$ cat src/rtl/uart_rx_pkg.sv
package uart_rx_pkg;
  typedef enum logic [2:0] {
    RX_IDLE,
    RX_START,
    RX_DATA,
    RX_STOP,
    RX_WAIT_HI
  } rx_state_e;

  localparam logic [1:0] ADDR_STATUS = 2'd0;
  localparam logic [1:0] ADDR_DATA   = 2'd1;
  localparam logic [1:0] ADDR_CMD    = 2'd2;
endpackage

$ cat src/rtl/uart_rx_deser.sv
module uart_rx_deser
  import uart_rx_pkg::*;
#(
  parameter int OSR = 16,
  parameter int DW  = 8
) (
  input  logic          clk,
  input  logic          rst,
  input  logic          tick_i,
  input  logic          rxd_i,
  output logic          start_seen_o,
  output logic          byte_valid_o,
  output logic [DW-1:0] data_o
);
  localparam int CW = $clog2(OSR);
  localparam int BW = (DW > 1) ? $clog2(DW) : 1;
  localparam logic [CW-1:0] CNT_LAST = CW'(OSR - 1);
  localparam logic [CW-1:0] CNT_MID  = CW'(OSR / 2 - 1);
  localparam logic [BW-1:0] BIT_LAST = BW'(DW - 1);

  logic [1:0]    sync_q;
  logic          rxd_s;
  rx_state_e     st_q;
  logic [CW-1:0] cnt_q;
  logic [BW-1:0] bit_q;
  logic [DW-1:0] sh_q;

  assign rxd_s = sync_q[1];

  always_ff @(posedge clk) begin
    if (rst) sync_q <= 2'b11;
    else     sync_q <= {sync_q[0], rxd_i};
  end

  always_ff @(posedge clk) begin
    if (rst) begin
      st_q         <= RX_IDLE;
      cnt_q        <= '0;
      bit_q        <= '0;
      sh_q         <= '0;
      start_seen_o <= 1'b0;
      byte_valid_o <= 1'b0;
    end else begin
      start_seen_o <= 1'b0;
      byte_valid_o <= 1'b0;
      if (tick_i) begin
        case (st_q)
          RX_IDLE: begin
            if (!rxd_s) begin
              st_q  <= RX_START;
              cnt_q <= '0;
            end
          end
          RX_START: begin
            if (cnt_q == CNT_MID) begin
              cnt_q <= '0;
              if (!rxd_s) begin
                st_q         <= RX_DATA;
                bit_q        <= '0;
                start_seen_o <= 1'b1;
              end else begin
                st_q <= RX_IDLE;
              end
            end else begin
              cnt_q <= cnt_q + 1'b1;
            end
          end
          RX_DATA: begin
            if (cnt_q == CNT_LAST) begin
              cnt_q <= '0;
              sh_q  <= {rxd_s, sh_q[DW-1:1]};
              if (bit_q == BIT_LAST) st_q <= RX_STOP;
              else                   bit_q <= bit_q + 1'b1;
            end else begin
              cnt_q <= cnt_q + 1'b1;
            end
          end
          RX_STOP: begin
            if (cnt_q == CNT_LAST) begin
              cnt_q <= '0;
              if (rxd_s) begin
                byte_valid_o <= 1'b1;
                st_q         <= RX_IDLE;
              end else begin
                st_q <= RX_WAIT_HI;
              end
            end else begin
              cnt_q <= cnt_q + 1'b1;
            end
          end
          default: begin
            if (rxd_s) st_q <= RX_IDLE;
          end
        endcase
      end
    end
  end

  assign data_o = sh_q;

  // a frame start and a frame end never coincide
  a_r1_single_event: assert property (@(posedge clk) disable iff (rst)
    $onehot0({start_seen_o, byte_valid_o}));
endmodule

$ cat src/rtl/uart_rx_fifo.sv
module uart_rx_fifo #(
  parameter int DW    = 8,
  parameter int DEPTH = 16
) (
  input  logic          clk,
  input  logic          rst,
  input  logic          push_i,
  input  logic [DW-1:0] din_i,
  input  logic          pop_i,
  output logic [DW-1:0] dout_o,
  output logic          full_o,
  output logic          empty_o
);
  localparam int AW = $clog2(DEPTH);
  localparam logic [AW:0] CNT_FULL = (AW+1)'(DEPTH);

  logic [DW-1:0] mem [DEPTH];
  logic [AW-1:0] wp_q, rp_q;
  logic [AW:0]   cnt_q;
  logic          push_ok, pop_ok;

  assign full_o  = (cnt_q == CNT_FULL);
  assign empty_o = (cnt_q == '0);
  assign push_ok = push_i && !full_o;
  assign pop_ok  = pop_i && !empty_o;

  always_ff @(posedge clk) begin
    if (push_ok) mem[wp_q] <= din_i;
    if (pop_ok)  dout_o    <= mem[rp_q];
  end

  always_ff @(posedge clk) begin
    if (rst) begin
      wp_q  <= '0;
      rp_q  <= '0;
      cnt_q <= '0;
    end else begin
      if (push_ok) wp_q <= wp_q + 1'b1;
      if (pop_ok)  rp_q <= rp_q + 1'b1;
      case ({push_ok, pop_ok})
        2'b10:   cnt_q <= cnt_q + 1'b1;
        2'b01:   cnt_q <= cnt_q - 1'b1;
        default: cnt_q <= cnt_q;
      endcase
    end
  end

  // a push into a full FIFO without a pop leaves the occupancy unchanged
  a_r3_no_overfill: assert property (@(posedge clk) disable iff (rst)
    (push_i && full_o && !pop_i) |=> $stable(cnt_q));
endmodule

$ cat src/rtl/uart_rx_stale_timer.sv
module uart_rx_stale_timer #(
  parameter int LIMIT = 1024
) (
  input  logic clk,
  input  logic rst,
  input  logic tick_i,
  input  logic empty_i,
  input  logic restart_i,
  output logic stale_o
);
  localparam int TW = $clog2(LIMIT + 1);
  localparam logic [TW-1:0] T_LAST = TW'(LIMIT - 1);

  logic [TW-1:0] t_q;

  always_ff @(posedge clk) begin
    if (rst || empty_i || restart_i) begin
      t_q     <= '0;
      stale_o <= 1'b0;
    end else if (tick_i && !stale_o) begin
      t_q <= t_q + 1'b1;
      if (t_q == T_LAST) stale_o <= 1'b1;
    end
  end

  // nothing is stale once the FIFO has emptied
  a_r5_clear_when_empty: assert property (@(posedge clk) disable iff (rst)
    empty_i |=> (!stale_o && t_q == '0));
endmodule

$ cat src/rtl/uart_rx_stale.sv
module uart_rx_stale
  import uart_rx_pkg::*;
#(
  parameter int         OSR        = 16,
  parameter int         DW         = 8,
  parameter int         DEPTH      = 16,
  parameter int         STALE_BITS = 64,
  parameter logic [7:0] CMD_CLR_OVR = 8'h40
) (
  input  logic       clk,
  input  logic       rst,
  input  logic       os_tick,
  input  logic       rxd,
  input  logic       cs,
  input  logic       we,
  input  logic [1:0] addr,
  input  logic [7:0] wdata,
  output logic [7:0] rdata,
  output logic       irq,
  output logic       rts
);
  localparam int STALE_TICKS = STALE_BITS * OSR;

  logic          start_seen, byte_valid;
  logic [DW-1:0] rx_byte, fifo_dout;
  logic          fifo_full, fifo_empty, fifo_push, fifo_pop;
  logic          stale;
  logic          ovr_q, rts_q, irq_q;
  logic          rd_req, wr_req, clr_cmd;
  logic [1:0]    rsel_q;
  logic [7:0]    status_q;

  assign rd_req  = cs && !we;
  assign wr_req  = cs && we;
  assign clr_cmd = wr_req && (addr == ADDR_CMD) && (wdata == CMD_CLR_OVR);
  assign fifo_pop  = rd_req && (addr == ADDR_DATA) && !fifo_empty;
  assign fifo_push = byte_valid && !fifo_full && !ovr_q;

  uart_rx_deser #(.OSR(OSR), .DW(DW)) deser_i (
    .clk(clk), .rst(rst), .tick_i(os_tick), .rxd_i(rxd),
    .start_seen_o(start_seen), .byte_valid_o(byte_valid), .data_o(rx_byte)
  );

  uart_rx_fifo #(.DW(DW), .DEPTH(DEPTH)) fifo_i (
    .clk(clk), .rst(rst), .push_i(fifo_push), .din_i(rx_byte),
    .pop_i(fifo_pop), .dout_o(fifo_dout), .full_o(fifo_full),
    .empty_o(fifo_empty)
  );

  uart_rx_stale_timer #(.LIMIT(STALE_TICKS)) timer_i (
    .clk(clk), .rst(rst), .tick_i(os_tick), .empty_i(fifo_empty),
    .restart_i(fifo_push || fifo_pop), .stale_o(stale)
  );

  always_ff @(posedge clk) begin
    if (rst) begin
      ovr_q    <= 1'b0;
      rts_q    <= 1'b1;
      irq_q    <= 1'b0;
      rsel_q   <= ADDR_STATUS;
      status_q <= '0;
    end else begin
      if (byte_valid && fifo_full) ovr_q <= 1'b1;
      else if (clr_cmd)            ovr_q <= 1'b0;

      if (!fifo_full && !ovr_q)           rts_q <= 1'b1;
      else if (start_seen || ovr_q)       rts_q <= 1'b0;

      irq_q <= fifo_full || stale;

      if (rd_req) begin
        rsel_q   <= addr;
        status_q <= {3'b000, ovr_q, 2'b00, fifo_full, !fifo_empty};
      end
    end
  end

  always_comb begin
    case (rsel_q)
      ADDR_STATUS: rdata = status_q;
      ADDR_DATA:   rdata = 8'(fifo_dout);
      default:     rdata = '0;
    endcase
  end

  assign irq = irq_q;
  assign rts = rts_q;

  // a full FIFO raises the interrupt on the next cycle
  a_r4_irq_on_full: assert property (@(posedge clk) disable iff (rst)
    fifo_full |=> irq_q);
  // a validated start bit against a full FIFO drops RTS
  a_r7_rts_drop: assert property (@(posedge clk) disable iff (rst)
    (start_seen && fifo_full) |=> !rts_q);
  // no RTS while an overrun is pending
  a_r10_rts_ovr: assert property (@(posedge clk) disable iff (rst)
    ovr_q |=> !rts_q);
  // the overrun flag only falls through the clear command
  a_r8_ovr_sticky: assert property (@(posedge clk) disable iff (rst)
    (ovr_q && !clr_cmd) |=> ovr_q);
endmodule

$ cat config.mk
export PLATFORM = sky130hd
export DESIGN_NAME = uart_rx_stale
export DESIGN_NICKNAME = d
export VERILOG_FILES = /design/src/rtl/uart_rx_pkg.sv /design/src/rtl/uart_rx_deser.sv /design/src/rtl/uart_rx_fifo.sv /design/src/rtl/uart_rx_stale_timer.sv /design/src/rtl/uart_rx_stale.sv
export SDC_FILE = /design/constraint.sdc
export NUM_CORES = 1
export LEC_CHECK = 0
export BUFFER_PORTS_ARGS = -buffer_cell sky130_fd_sc_hd__buf_2
export CORE_UTILIZATION = 65
export DETAILED_ROUTE_END_ITERATION = 7
export PLACE_DENSITY_LB_ADDON = 0.1
export SLEW_MARGIN = 20
export SYNTH_ARGS = -nofsm -noshare
export SYNTH_HDL_FRONTEND = slang
export SYNTH_SLANG_ARGS = --single-unit
$ cat constraint.sdc
create_clock -name clk -period 5.5 [get_ports clk]
set_input_delay 0.825 -clock clk [delete_from_list [all_inputs] [get_ports clk]]
set_output_delay 0.825 -clock clk [all_outputs]
set_load 0.02 [all_outputs]
==> flow_metrics.env <==
export IMPL_status="completed"
export IMPL_synth_top_area_share_pct=51.2
export IMPL_antenna_found_initial=0
export IMPL_grt_overflow=0
export IMPL_drcViolationCount=0
export IMPL_cts_tree="built"
export IMPL_tns_ns=0
export IMPL_syn_area_mm2=0.00797
export IMPL_synthFlopType="edfxtp_1"
export IMPL_end_kind="flop"
export IMPL_synth_area_top_cells="edfxtp_1 (51%), dfxtp_1 (14%), mux2i_1 (6.9%), mux4_2 (4.5%), nor2_1 (2.5%)"
export IMPL_synth_common_cells="edfxtp_1 (136), dfxtp_1 (55), mux2i_1 (55), nor2_1 (53), clkbuf_1 (17)"
export IMPL_drt_wirelength_per_cell_um=20.3
export IMPL_syn_area_per_cell_um2=14.4
export IMPL_dp_slack_ns=1.70
export IMPL_fin_nets=600
export IMPL_irDropWorstVdd_mv=0.522
export IMPL_critPathMaxFanout=9
export IMPL_numCtsBuffers=17
export IMPL_place_detailed_hpwl_um=9540
export IMPL_place_inst=698
export IMPL_swShare_pct=22.4
export IMPL_finalSetupViolCount=0
export IMPL_slowest_delay_ns=0.64
export IMPL_grt_usage_pct=25.2
export IMPL_drt_wl_total_um=14800
export IMPL_final_setup_worst_slack_ns=2.03
export IMPL_cts_resized=0
export IMPL_syn_num_nets=584
export IMPL_leakage_nw=2.77
export IMPL_hold_class="flop to flop"
export IMPL_cp_arrival_ns=3.80
export IMPL_cts_root_buf="clkbuf_16"
export IMPL_h_tree_depth=4
export IMPL_pwr_share_comb_pct=2.7
export IMPL_io_buffers=25
export IMPL_rsz0062_at_grt="false"
export IMPL_ctsHoldBuffers=0
export IMPL_initial_core_util_pct=66.7
export IMPL_slew_headroom_pct=26.6
export IMPL_stdcell_count=730
export IMPL_clockBufferDepth=2
export IMPL_post_cts_setup_buffers=0
export IMPL_slowest_stage="or4_1"
export IMPL_seq_area_frac_synth_pct=65.0
export IMPL_synth_most_common_cell="edfxtp_1"
export IMPL_synth_edff_count=136
export IMPL_power_frac_clock_pct=42.1
export IMPL_internal_power_mw=2.17
export IMPL_hold_viol_final=0
export IMPL_final_setup_skew_ns=0.0101
export IMPL_die_width_um=113
export IMPL_die_area_mm2=0.0127
export IMPL_clk_latency_ns=0.43
export IMPL_cts_sinks=191
export IMPL_area_delta_synth_final_pct=9.52
export IMPL_clkTransAtPathRegs_ns=0.07
export IMPL_final_layout_size_suffix_gt1_share_pct=16.0
export IMPL_core_mm2=0.0120
export IMPL_viasPerCell=6.13
export IMPL_drt_pass1_iter_count=4
export IMPL_yosys_register_bits=191
export IMPL_tightest_slew_ns=1.10
export IMPL_core_rowCount=40
export IMPL_cp_data_required_time_ns=5.83
export IMPL_pwr_share_seq_pct=55.2
export IMPL_antenna_diode_count=0
export IMPL_power_switching_uw=625
export IMPL_timing_final_crit_share_pct=63.1
export IMPL_yosysTopAreaCell="edfxtp_1"
export IMPL_cap_violations=0
export IMPL_yosys_warnings=0
export IMPL_crit_path_start_kind="flop"
export IMPL_grt_pass1_wl_um=23400
export IMPL_grt_max_degree=50
export IMPL_n_fill_cell=764
export IMPL_ant_nets=0
export IMPL_crit_chain="or4_1, o21ai_1, inv_1, ha_1, fa_1, a21o_1, a21oi_1, mux2i_1, mux2_2"
export IMPL_min_period_ns=3.47
export IMPL_place_gp_congestion=0.817
export IMPL_max_freq_mhz=288
export IMPL_p_per_area_mw_per_mm2=320
export IMPL_boundaryPins=26
export IMPL_drtIter0Drc=379
export IMPL_async_flop_share_pct=0
export IMPL_place_area_mm2=0.00817
export IMPL_finalCoreUtilization_pct=73.0
export IMPL_drv_slew=0
export IMPL_die_h_um=113
export IMPL_vias=4472
export IMPL_crit_type="flop to flop"
export IMPL_grt_pass1_vias=4423
export IMPL_synth_cell_types=57
export IMPL_final_area_mm2=0.00873
export IMPL_syn_inst=554
[routing by layer]
| layer | share of wire [%] | track usage, % | vias to the layer above |
|---|---|---|---|
| li1 | - | - | 2136 |
| met1 | 44 | 33.3 | 2210 |
| met2 | 49 | 41.0 | 105 |
| met3 | 4.8 | 5.41 | 21 |
| met4 | 1.7 | 10.6 | 0 |
| met5 | 0 | 0 | - |
[worst max-delay path, delay by kind of cell, from the launching register on]
family	cells	cell delay, ns
multiplexers	2	0.55
buffers and inverters	1	0.25
AO/OA/AOI/OAI	3	0.66
adder cells (fa/ha/maj)	2	0.88
flip-flops	1	0.39
AND/OR/NAND/NOR	1	0.64
[kinds of logic (layout without fill, tap and decap cells)]
kind of cell | after synthesis | count (layout) | share of synthesized area [%]
xor gates and xnor gates | 21 | 21 | 2.31
DFF | 191 | 191 | 65.0
and+or+nand+nor | 156 | 156 | 10.8
buffers and inverters | 37 | 66 | 2.04
AOI/OAI and AO/OA | 60 | 60 | 5.52
adders and majority gates | 14 | 14 | 2.29
muxes | 75 | 75 | 12.0
[power groups by stage]
stage	combinational, mW	sequential, mW	clock (mW)
2_1_floorplan	0.0734	1.56	0
4_1_cts	0.0758	1.54	1.20
6_report	0.0756	1.54	1.18
5_1_grt	0.0845	1.54	1.24
3_5_place_dp	0.0758	1.57	0
3_3_place_gp	0.0726	1.57	0
[path summary, 6_finish.rpt]
kind                startpoint                 to  slack, ns  depth (start not counted)
max            fifo_i.cnt_q[0]    fifo_i.cnt_q[4]       2.03                          9
min          deser_i.sync_q[0]  deser_i.sync_q[1]       0.41                          1
max reg2reg    fifo_i.cnt_q[0]    fifo_i.cnt_q[4]       2.03                          9
min reg2reg  deser_i.sync_q[0]  deser_i.sync_q[1]       0.41                          1
[per-stage QoR]
step	hold slack (ns)	power (mW)
finish	0.412	2.79
global route	0.446	2.87
CTS	0.412	2.81
detailed placement	0.395	1.65
global placement	0.397	1.64
floorplan	0.389	1.64
[registers in the layout, summed over array words and instances, names as in the netlist]
| signal | count |
|---|---|
| deser_i.bit_q | 3 |
| deser_i.byte_valid_o | 1 |
| deser_i.cnt_q | 4 |
| deser_i.data_o | 8 |
| deser_i.st_q | 3 |
| deser_i.start_seen_o | 1 |
| deser_i.sync_q | 2 |
| fifo_i.cnt_q | 5 |
| fifo_i.dout_o | 8 |
| fifo_i.mem | 128 |
| fifo_i.rp_q | 4 |
| fifo_i.wp_q | 4 |
| irq | 1 |
| ovr_q | 1 |
| rsel_q | 2 |
| rts | 1 |
| status_q | 3 |
| timer_i.stale_o | 1 |
| timer_i.t_q | 11 |
[layout by cell type, fill, tap and decap left out, drive strengths merged, types with 7 or more instances in the layout]
master,n
a221oi,16
xnor2,10
mux2i,55
nor3,7
and3,14
nor2b,14
a22oi,10
edfxtp,136
mux4,16
nand2,14
clkbuf,17
xor2,11
ha,13
nor2,53
inv,18
o21ai,11
dfxtp,55
buf,26
nand2b,7
and2,8
[cell type report]
| class | instances | area (µm²) | share of cell area [%] |
|---|---|---|---|
| inverter | 8 | 30.0 | 0.344 |
| timing repair buffer | 26 | 133 | 1.52 |
| multi-input combinational | 326 | 2630 | 30.2 |
| clock inverter | 15 | 141 | 1.62 |
| tap | 147 | 184 | 2.11 |
| sequential | 191 | 5190 | 59.4 |
| clock buffer | 17 | 425 | 4.87 |
(Power assumes the default switching activity.)
